**src/rtl/intctl_pkg.sv**
```systemverilog
package intctl_pkg;

  typedef enum logic [3:0] {
    SEL_ENABLE   = 4'd0,
    SEL_STEER    = 4'd1,
    SEL_PCIMASK  = 4'd2,
    SEL_PINSEL0  = 4'd3,
    SEL_PINSEL1  = 4'd4,
    SEL_STATUS   = 4'd5,
    SEL_VECTOR   = 4'd6,
    SEL_NMI      = 4'd7,
    SEL_ENDPOINT = 4'd8,
    SEL_NONE     = 4'd15
  } regSel_e;

  typedef struct packed {
    logic       wrEnable;
    logic       wrSteer;
    logic       wrMask;
    logic [1:0] wrPinSel;
    logic       wrEndpoint;
    logic       clrNmi;
    regSel_e    rdSel;
  } strobe_t;

endpackage

```
**src/rtl/intctl_sync.sv**
```systemverilog
module intctl_sync #(
  parameter int WIDTH = 1
) (
  input  logic             clk,
  input  logic             rstN,
  input  logic [WIDTH-1:0] asyncIn,
  output logic [WIDTH-1:0] syncOut
);
  logic [WIDTH-1:0] stage1;

  // inactive-high pins: reset to 1 so no false edge appears
  always_ff @(posedge clk or negedge rstN) begin
    if (!rstN) begin
      stage1  <= '1;
      syncOut <= '1;
    end else begin
      stage1  <= asyncIn;
      syncOut <= stage1;
    end
  end
endmodule

```
**src/rtl/intctl_ctrl.sv**
```systemverilog
module intctl_ctrl
  import intctl_pkg::*;
#(
  parameter int ADDR_W = 4
) (
  input  logic [ADDR_W-1:0] regAddr,
  input  logic              regWr,
  output strobe_t           stb
);
  always_comb begin
    stb          = '0;
    stb.rdSel    = SEL_NONE;
    case (regAddr)
      ADDR_W'(0): begin stb.rdSel = SEL_ENABLE;   stb.wrEnable    = regWr; end
      ADDR_W'(1): begin stb.rdSel = SEL_STEER;    stb.wrSteer     = regWr; end
      ADDR_W'(2): begin stb.rdSel = SEL_PCIMASK;  stb.wrMask      = regWr; end
      ADDR_W'(3): begin stb.rdSel = SEL_PINSEL0;  stb.wrPinSel[0] = regWr; end
      ADDR_W'(4): begin stb.rdSel = SEL_PINSEL1;  stb.wrPinSel[1] = regWr; end
      ADDR_W'(5): stb.rdSel = SEL_STATUS;
      ADDR_W'(6): stb.rdSel = SEL_VECTOR;
      ADDR_W'(7): begin stb.rdSel = SEL_NMI;      stb.clrNmi      = regWr; end
      ADDR_W'(8): begin stb.rdSel = SEL_ENDPOINT; stb.wrEndpoint  = regWr; end
      default:    stb.rdSel = SEL_NONE;
    endcase
  end
endmodule

```
**src/rtl/intctl_dp.sv**
```systemverilog
module intctl_dp
  import intctl_pkg::*;
#(
  parameter int NUM_EXT    = 16,
  parameter int NUM_PERIPH = 4,
  parameter int SUBS       = 3,
  parameter int NUM_DMA    = 2,
  parameter int DATA_W     = 32
) (
  input  logic                       clk,
  input  logic                       rstN,
  input  strobe_t                    stb,
  input  logic [DATA_W-1:0]          wrData,
  output logic [DATA_W-1:0]          rdData,
  input  logic [NUM_EXT-1:0]         xintN,
  input  logic                       hpiN,
  input  logic [NUM_PERIPH*SUBS-1:0] periphReq,
  input  logic [NUM_DMA-1:0]         dmaReq,
  input  logic [1:0]                 nmiN,
  output logic                       irqOut,
  output logic                       fiqOut,
  output logic [1:0]                 nmiOut,
  output logic [3:0]                 pciIntN
);
  localparam int NSRC     = NUM_EXT + 1 + NUM_PERIPH + NUM_DMA;
  localparam int HPI_IDX  = NUM_EXT;
  localparam int PER_BASE = NUM_EXT + 1;
  localparam int VEC_W    = $clog2(NSRC + 1);
  localparam int PS_WORD  = DATA_W / 2;
  localparam int SYNC_W   = NUM_EXT + 3;

  initial begin
    if (NSRC > DATA_W) $error("source count exceeds data width");
  end

  // ---------------- pin synchronization ----------------
  logic [SYNC_W-1:0]  pinsS;
  logic [NUM_EXT-1:0] xintS;
  logic               hpiS;
  logic [1:0]         nmiS;

  intctl_sync #(.WIDTH(SYNC_W)) sync_i (
    .clk    (clk),
    .rstN   (rstN),
    .asyncIn({nmiN, hpiN, xintN}),
    .syncOut(pinsS)
  );
  assign xintS = pinsS[NUM_EXT-1:0];
  assign hpiS  = pinsS[NUM_EXT];
  assign nmiS  = pinsS[NUM_EXT+2:NUM_EXT+1];

  // ---------------- source gathering ----------------
  logic [NUM_PERIPH-1:0] perAct;
  for (genvar p = 0; p < NUM_PERIPH; p++) begin : g_merge
    assign perAct[p] = |periphReq[p*SUBS +: SUBS];
  end

  logic [NSRC-1:0] srcAct;
  assign srcAct = {dmaReq, perAct, ~hpiS, ~xintS};

  // ---------------- configuration registers ----------------
  logic [NSRC-1:0] enableQ, steerQ, maskQ;
  logic [1:0]      pinSelQ [NSRC];
  logic            endpointQ;

  always_ff @(posedge clk or negedge rstN) begin
    if (!rstN) begin
      enableQ   <= '0;
      steerQ    <= '0;
      maskQ     <= '0;
      endpointQ <= 1'b0;
    end else begin
      if (stb.wrEnable)   enableQ   <= wrData[NSRC-1:0];
      if (stb.wrSteer)    steerQ    <= wrData[NSRC-1:0];
      if (stb.wrMask)     maskQ     <= wrData[NSRC-1:0];
      if (stb.wrEndpoint) endpointQ <= wrData[0];
    end
  end

  for (genvar s = 0; s < NSRC; s++) begin : g_pinsel
    always_ff @(posedge clk or negedge rstN) begin
      if (!rstN)                        pinSelQ[s] <= 2'd0;
      else if (stb.wrPinSel[s/PS_WORD]) pinSelQ[s] <= wrData[2*(s%PS_WORD) +: 2];
    end
  end

  // ---------------- status and priority ----------------
  logic [NSRC-1:0] status;
  logic [VEC_W-1:0] vecComb;
  assign status = srcAct & enableQ;

  always_comb begin
    vecComb = '0;
    // lowest urgency first; later hits overwrite earlier ones
    for (int i = NSRC - 1; i >= PER_BASE; i--)
      if (status[i]) vecComb = VEC_W'(i + 1);
    for (int i = 0; i < NUM_EXT; i++)
      if (status[i]) vecComb = VEC_W'(i + 1);
    if (status[HPI_IDX]) vecComb = VEC_W'(HPI_IDX + 1);
  end

  // ---------------- output registers ----------------
  logic [3:0] pciHit;
  always_comb begin
    pciHit = '0;
    for (int s = 0; s < NSRC; s++)
      if (status[s] && maskQ[s]) pciHit[pinSelQ[s]] = 1'b1;
  end

  always_ff @(posedge clk or negedge rstN) begin
    if (!rstN) begin
      irqOut  <= 1'b0;
      fiqOut  <= 1'b0;
      pciIntN <= 4'hF;
    end else begin
      irqOut  <= |(status & ~steerQ);
      fiqOut  <= |(status & steerQ);
      pciIntN <= endpointQ ? ~pciHit : 4'hF;
    end
  end

  // ---------------- non-maskable edge capture ----------------
  logic [1:0] nmiPrev, nmiPend, nmiClr;
  assign nmiClr = stb.clrNmi ? wrData[1:0] : 2'b00;

  always_ff @(posedge clk or negedge rstN) begin
    if (!rstN) begin
      nmiPrev <= 2'b11;
      nmiPend <= 2'b00;
    end else begin
      nmiPrev <= nmiS;
      nmiPend <= (nmiPend & ~nmiClr) | (nmiPrev & ~nmiS);
    end
  end
  assign nmiOut = nmiPend;

  // ---------------- read mux ----------------
  logic [2*DATA_W-1:0] psFlat;
  always_comb begin
    psFlat = '0;
    for (int s = 0; s < NSRC; s++) psFlat[2*s +: 2] = pinSelQ[s];
  end

  always_comb begin
    case (stb.rdSel)
      SEL_ENABLE:   rdData = DATA_W'(enableQ);
      SEL_STEER:    rdData = DATA_W'(steerQ);
      SEL_PCIMASK:  rdData = DATA_W'(maskQ);
      SEL_PINSEL0:  rdData = psFlat[DATA_W-1:0];
      SEL_PINSEL1:  rdData = psFlat[2*DATA_W-1:DATA_W];
      SEL_STATUS:   rdData = DATA_W'(status);
      SEL_VECTOR:   rdData = DATA_W'(vecComb);
      SEL_NMI:      rdData = DATA_W'(nmiPend);
      SEL_ENDPOINT: rdData = DATA_W'(endpointQ);
      default:      rdData = '0;
    endcase
  end

  // ---------------- assertions ----------------
  a_r2_disabled_silent: assert property (@(posedge clk) disable iff (!rstN)
    (enableQ == '0) |=> (!irqOut && !fiqOut));

  a_r3_irq_needs_normal: assert property (@(posedge clk) disable iff (!rstN)
    ((status & ~steerQ) == '0) |=> !irqOut);

  a_r3_fiq_needs_fast: assert property (@(posedge clk) disable iff (!rstN)
    ((status & steerQ) == '0) |=> !fiqOut);

  a_r10_pci_idle: assert property (@(posedge clk) disable iff (!rstN)
    !endpointQ |=> (pciIntN == 4'hF));

  a_r5_vec_none: assert property (@(posedge clk) disable iff (!rstN)
    (status == '0) |-> (vecComb == '0));

  a_r5_vec_points_active: assert property (@(posedge clk) disable iff (!rstN)
    (vecComb != '0) |-> |(status & (NSRC'(1) << (vecComb - VEC_W'(1)))));

  for (genvar n = 0; n < 2; n++) begin : g_nmi_chk
    a_r8_nmi_sticky: assert property (@(posedge clk) disable iff (!rstN)
      (nmiPend[n] && !nmiClr[n]) |=> nmiPend[n]);
  end
endmodule

```
**src/rtl/intctl_top.sv**
```systemverilog
module intctl_top
  import intctl_pkg::*;
(
  input  logic        clk,
  input  logic        rstN,
  input  logic [3:0]  regAddr,
  input  logic        regWr,
  input  logic [31:0] regWrData,
  output logic [31:0] regRdData,
  input  logic [15:0] xintN,
  input  logic        hpiN,
  input  logic [11:0] periphReq,
  input  logic [1:0]  dmaReq,
  input  logic [1:0]  nmiN,
  output logic        irqOut,
  output logic        fiqOut,
  output logic [1:0]  nmiOut,
  output logic [3:0]  pciIntN
);
  strobe_t stb;

  intctl_ctrl #(.ADDR_W(4)) ctrl_i (
    .regAddr(regAddr),
    .regWr  (regWr),
    .stb    (stb)
  );

  intctl_dp #(
    .NUM_EXT   (16),
    .NUM_PERIPH(4),
    .SUBS      (3),
    .NUM_DMA   (2),
    .DATA_W    (32)
  ) dp_i (
    .clk      (clk),
    .rstN     (rstN),
    .stb      (stb),
    .wrData   (regWrData),
    .rdData   (regRdData),
    .xintN    (xintN),
    .hpiN     (hpiN),
    .periphReq(periphReq),
    .dmaReq   (dmaReq),
    .nmiN     (nmiN),
    .irqOut   (irqOut),
    .fiqOut   (fiqOut),
    .nmiOut   (nmiOut),
    .pciIntN  (pciIntN)
  );
endmodule

```
**config.mk**
```make
export PLATFORM = sky130hd
export DESIGN_NAME = intctl_top
export DESIGN_NICKNAME = d
export VERILOG_FILES = /design/src/rtl/intctl_pkg.sv /design/src/rtl/intctl_sync.sv /design/src/rtl/intctl_ctrl.sv /design/src/rtl/intctl_dp.sv /design/src/rtl/intctl_top.sv
export SDC_FILE = /design/constraint.sdc
export NUM_CORES = 1
export LEC_CHECK = 0
export BUFFER_PORTS_ARGS = -buffer_cell sky130_fd_sc_hd__buf_2
export CORE_MARGIN = 2
export CORE_UTILIZATION = 55
export DETAILED_ROUTE_END_ITERATION = 8
export PLACE_DENSITY_LB_ADDON = 0.3
export SYNTH_ARGS = -nofsm -noshare
export SYNTH_HDL_FRONTEND = slang
export SYNTH_SLANG_ARGS = --single-unit
export TNS_END_PERCENT = 100
```
**constraint.sdc**
```tcl
create_clock -name clk -period 4.08 [get_ports clk]
set_clock_uncertainty 0.2 [all_clocks]
set_input_delay 0.204 -clock clk [delete_from_list [all_inputs] [get_ports clk]]
set_output_delay 0.204 -clock clk [all_outputs]
set_load 0.02 [all_outputs]
```
==> results.yml <==
critical_path:
  regToRegSetupSlack_ns: 1.58
  critical_path.startpoint_type: "register"
  critPathCaptureType: "output pin"
  critical_path.reg2reg.startpoint: "dp_i.sync_i.syncOut[6]"
  critPathMaxFanout: 10
  timing.critical_path.arrival_ns: 2.63
  worst_setup_path_startpoint: "dp_i.enableQ[3]"
  timing_worst_setup_path_type: "reg -> out"
  regToRegEndpoint: "dp_i.pciIntN[0]"
  cp.required_ns: 3.68
  timing.reg2reg.worst_path_depth: 5
power_and_ir_drop:
  power_density_over_the_cells_mw_per_mm2: 507
  vdd_ir_drop_max_v: 0.000564
  total_power_mw: 5.21
  cellLeakagePower_nw: 4.40
global_route:
  via_count_of_the_first_global_routing_pass: 7110
  largest_net_degree_at_the_start_of_global_routing: 115
  global_route.usage.total: 0.368
  antenna_violations_before_repair: 0
  global_route.overflow_total: 0
  grt_pass1_wl_um: 43700
clocking:
  tritoncts: "yes"
  postCtsResizedCells: 0
  cts_htree_levels: 4
  numCtsBuffers: 17
  clk_latency_ns: 0.44
  clk_transition_reported_paths_ns: 0.07
  clkSinkCount: 164
  cts.repair_timing.setup_buffer_count: 0
  clk_root_buf: "sky130_fd_sc_hd__clkbuf_16"
  cts-root-to-sink-buffers: 2
timing:
  fmax_ghz: 0.329
  finalCriticalPeriod_ns: 3.04
  setup_viol: 0
  timing_hold_violations_final: 0
  final-max-slew-violation-count: 0
  worst_slew_margin_rel: 0.321
  layout_worst_path_cycle_share: 0.744
  unrepaired_setup_endpoints_after_global_routing: "false"
  final_layout_setup_total_negative_slack_ns: 0
  max_slew.worst_pin.slew_ns: 1.02
logic_synthesis:
  netlist_area_mm2: 0.00848
  avgSynthCellArea_um2: 11.8
  count_of_mapped_cells_out_of_synthesis: 718
  synth_nets: 790
  synthFlopType: "sky130_fd_sc_hd__dfrtp_1"
  synth-edff-count: 0
  synth_largest_area_cell: "sky130_fd_sc_hd__dfrtp_1"
  synth.ff_latch_count: 164
  post-synth-top-count-cell: "sky130_fd_sc_hd__dfrtp_1"
  largest_cells_by_area_after_synthesis: "sky130_fd_sc_hd__dfrtp_1 35%, sky130_fd_sc_hd__dfstp_2 14%, sky130_fd_sc_hd__mux2_1 7.6%, sky130_fd_sc_hd__mux2_2 5.6%, sky130_fd_sc_hd__a22oi_1 3.9%"
  netlist.area_leader.share: 0.354
  ys_async_sr_fraction: 1.00
  synth_common_cells: "120 x sky130_fd_sc_hd__dfrtp_1, 57 x sky130_fd_sc_hd__mux2_1, 44 x sky130_fd_sc_hd__a22oi_1, 44 x sky130_fd_sc_hd__dfstp_2, 42 x sky130_fd_sc_hd__mux2_2"
  synth_sequential_area_ratio: 0.491
  synth_warnings: 0
  synth.distinct_cells: 72
place:
  hpwl_um: 21500
  routabilityCongestion: 1.01
  port_buffers: 111
cells_and_area:
  register_area_mm2: 0.00416
  antenna-diode-count: 0
  multiInputGateArea_mm2: 0.00402
  n_fill_cell: 1096
  layout-drive-gt1-share: 0.310
  finish.net_count: 949
  area_growth_pct: 21.2
floorplan:
  die_height_um: 128
  rows: 45
  chipWidth_um: 128
  num_io_pins: 112
  coreArea_mm2: 0.0151
  starting_density: 0.560
  design.die.area_mm2: 0.0164
hold_path:
  holdCritPathClass: "in -> reg"
  timing.hold.worst_path_depth: 3
  hold_path_start: "regAddr[2]"
  worstHoldEndpoint: "dp_i.endpointQ"
route:
  drt_first_pass_iters: 6
  wl_per_cell_um: 27.4
  drt_iter0_drc: 948
  detail-route-antenna-nets: 0
  finalWirelength_um: 29600
  via_per_inst: 6.78
  num_vias: 7306
  detail_route.drc_violations: 0
job:
  drv_cap: 0
outcome:
  result_of_the_run: "finished clean"
==> worst max-delay path: stages (launching register included) <==
cell,delay [ns]
sky130_fd_sc_hd__dfrtp_1,0.40
sky130_fd_sc_hd__nor2b_1,0.74
sky130_fd_sc_hd__o21ai_0,0.22
sky130_fd_sc_hd__a211oi_1,0.26
sky130_fd_sc_hd__a21boi_0,0.26
sky130_fd_sc_hd__o211ai_1,0.14
sky130_fd_sc_hd__buf_2,0.18
==> layout by cell type (no fill, tap or decap), drive strengths merged, types with 6 or more instances in the layout <==
master and n:
a221oi 8, a22oi 44, and2 11, buf 124, clkbuf 18, dfrtp 120, dfstp 44, dlygate4sd3 53
inv 26, mux2 119, nand2 25, nand2b 17, nand3 27, nand4 35, nand4b 13, nor2 22
nor2b 20, nor3 13, nor4 8, nor4b 9, o211ai 11, o21ai 17, o221ai 7, o22ai 9
o31ai 6
==> area by class of cell <==
cell class / instances / area share
clock inverters: 14 / 0.0162
well taps: 188 / 0.0229
inverters: 19 / 0.00694
multi-input cells: 498 / 0.392
repair buffers: 177 / 0.116
clock buffers: 18 / 0.0418
flip-flops and latches: 164 / 0.405
==> worst max path at each step <==
stage | slack (ns) | end | cells past startpoint
2_1_floorplan | 1.76 | regRdData[4] | 5
3_3_place_gp | 1.53 | regRdData[2] | 6
3_5_place_dp | 1.42 | regRdData[2] | 6
4_1_cts | 1.12 | regRdData[0] | 6
5_1_grt | 1.01 | regRdData[0] | 6
6_report | 1.04 | regRdData[0] | 6
==> power breakdown <==
part | switching (mW) | total [mW] | internal, mW | leakage, nW
clock | 0.741 | 1.62 | 0.874 | 0.290
sequential | 0.511 | 2.47 | 1.96 | 1.92
combinational | 0.593 | 1.12 | 0.530 | 2.19
total | 1.84 | 5.21 | 3.36 | 4.40
==> layer usage <==
metal / wire length [µm] / global-route usage
met1: 12200 / 0.498
met2: 13800 / 0.592
met3: 2770 / 0.0839
met4: 805 / 0.119
met5: 0 / 0
==> registers in the layout, indices dropped and copies added (netlist names), 2 cells and up <==
signal,cells
dp_i.steerQ,23
dp_i.sync_i.stage1,19
dp_i.nmiOut,2
dp_i.enableQ,23
dp_i.sync_i.syncOut,19
dp_i.pinSelQ,46
dp_i.pciIntN,4
dp_i.maskQ,23
dp_i.nmiPrev,2
==> stage by stage <==
step | area (µm²) | worst slack [ns] | hold slack (ns) | util | instances
after floorplan | 8480 | 1.76 | -0.292 | - | 718
after global placement | 9150 | 1.53 | 0.108 | 0.604 | 993
after detailed placement | 9150 | 1.42 | 0.110 | 0.604 | 993
after CTS | 10300 | 1.12 | 0.0675 | 0.678 | 1078
after global routing | 10300 | 1.01 | 0.107 | 0.678 | 1078
final | 10300 | 1.04 | 0.0781 | 0.678 | 1078
==> repair_timing <==
| item | 4_1_cts | 5_1_grt |
|---|---|---|
| endpoints found under the hold margin | 214 | 0 |
| hold buffers | 53 | 0 |
| endpoints found under the setup margin | 0 | 0 |
==> cells by family (layout without fill, tap and decap cells) <==
family,after synthesis,after routing,share of synthesized area
flip-flops,164,164,0.491
AO/OA/AOI/OAI,152,152,0.138
multiplexers,121,121,0.169
AND/OR/NAND/NOR,225,225,0.167
buffers and inverters,56,228,0.0345
Power figures use the tool's default switching activity.
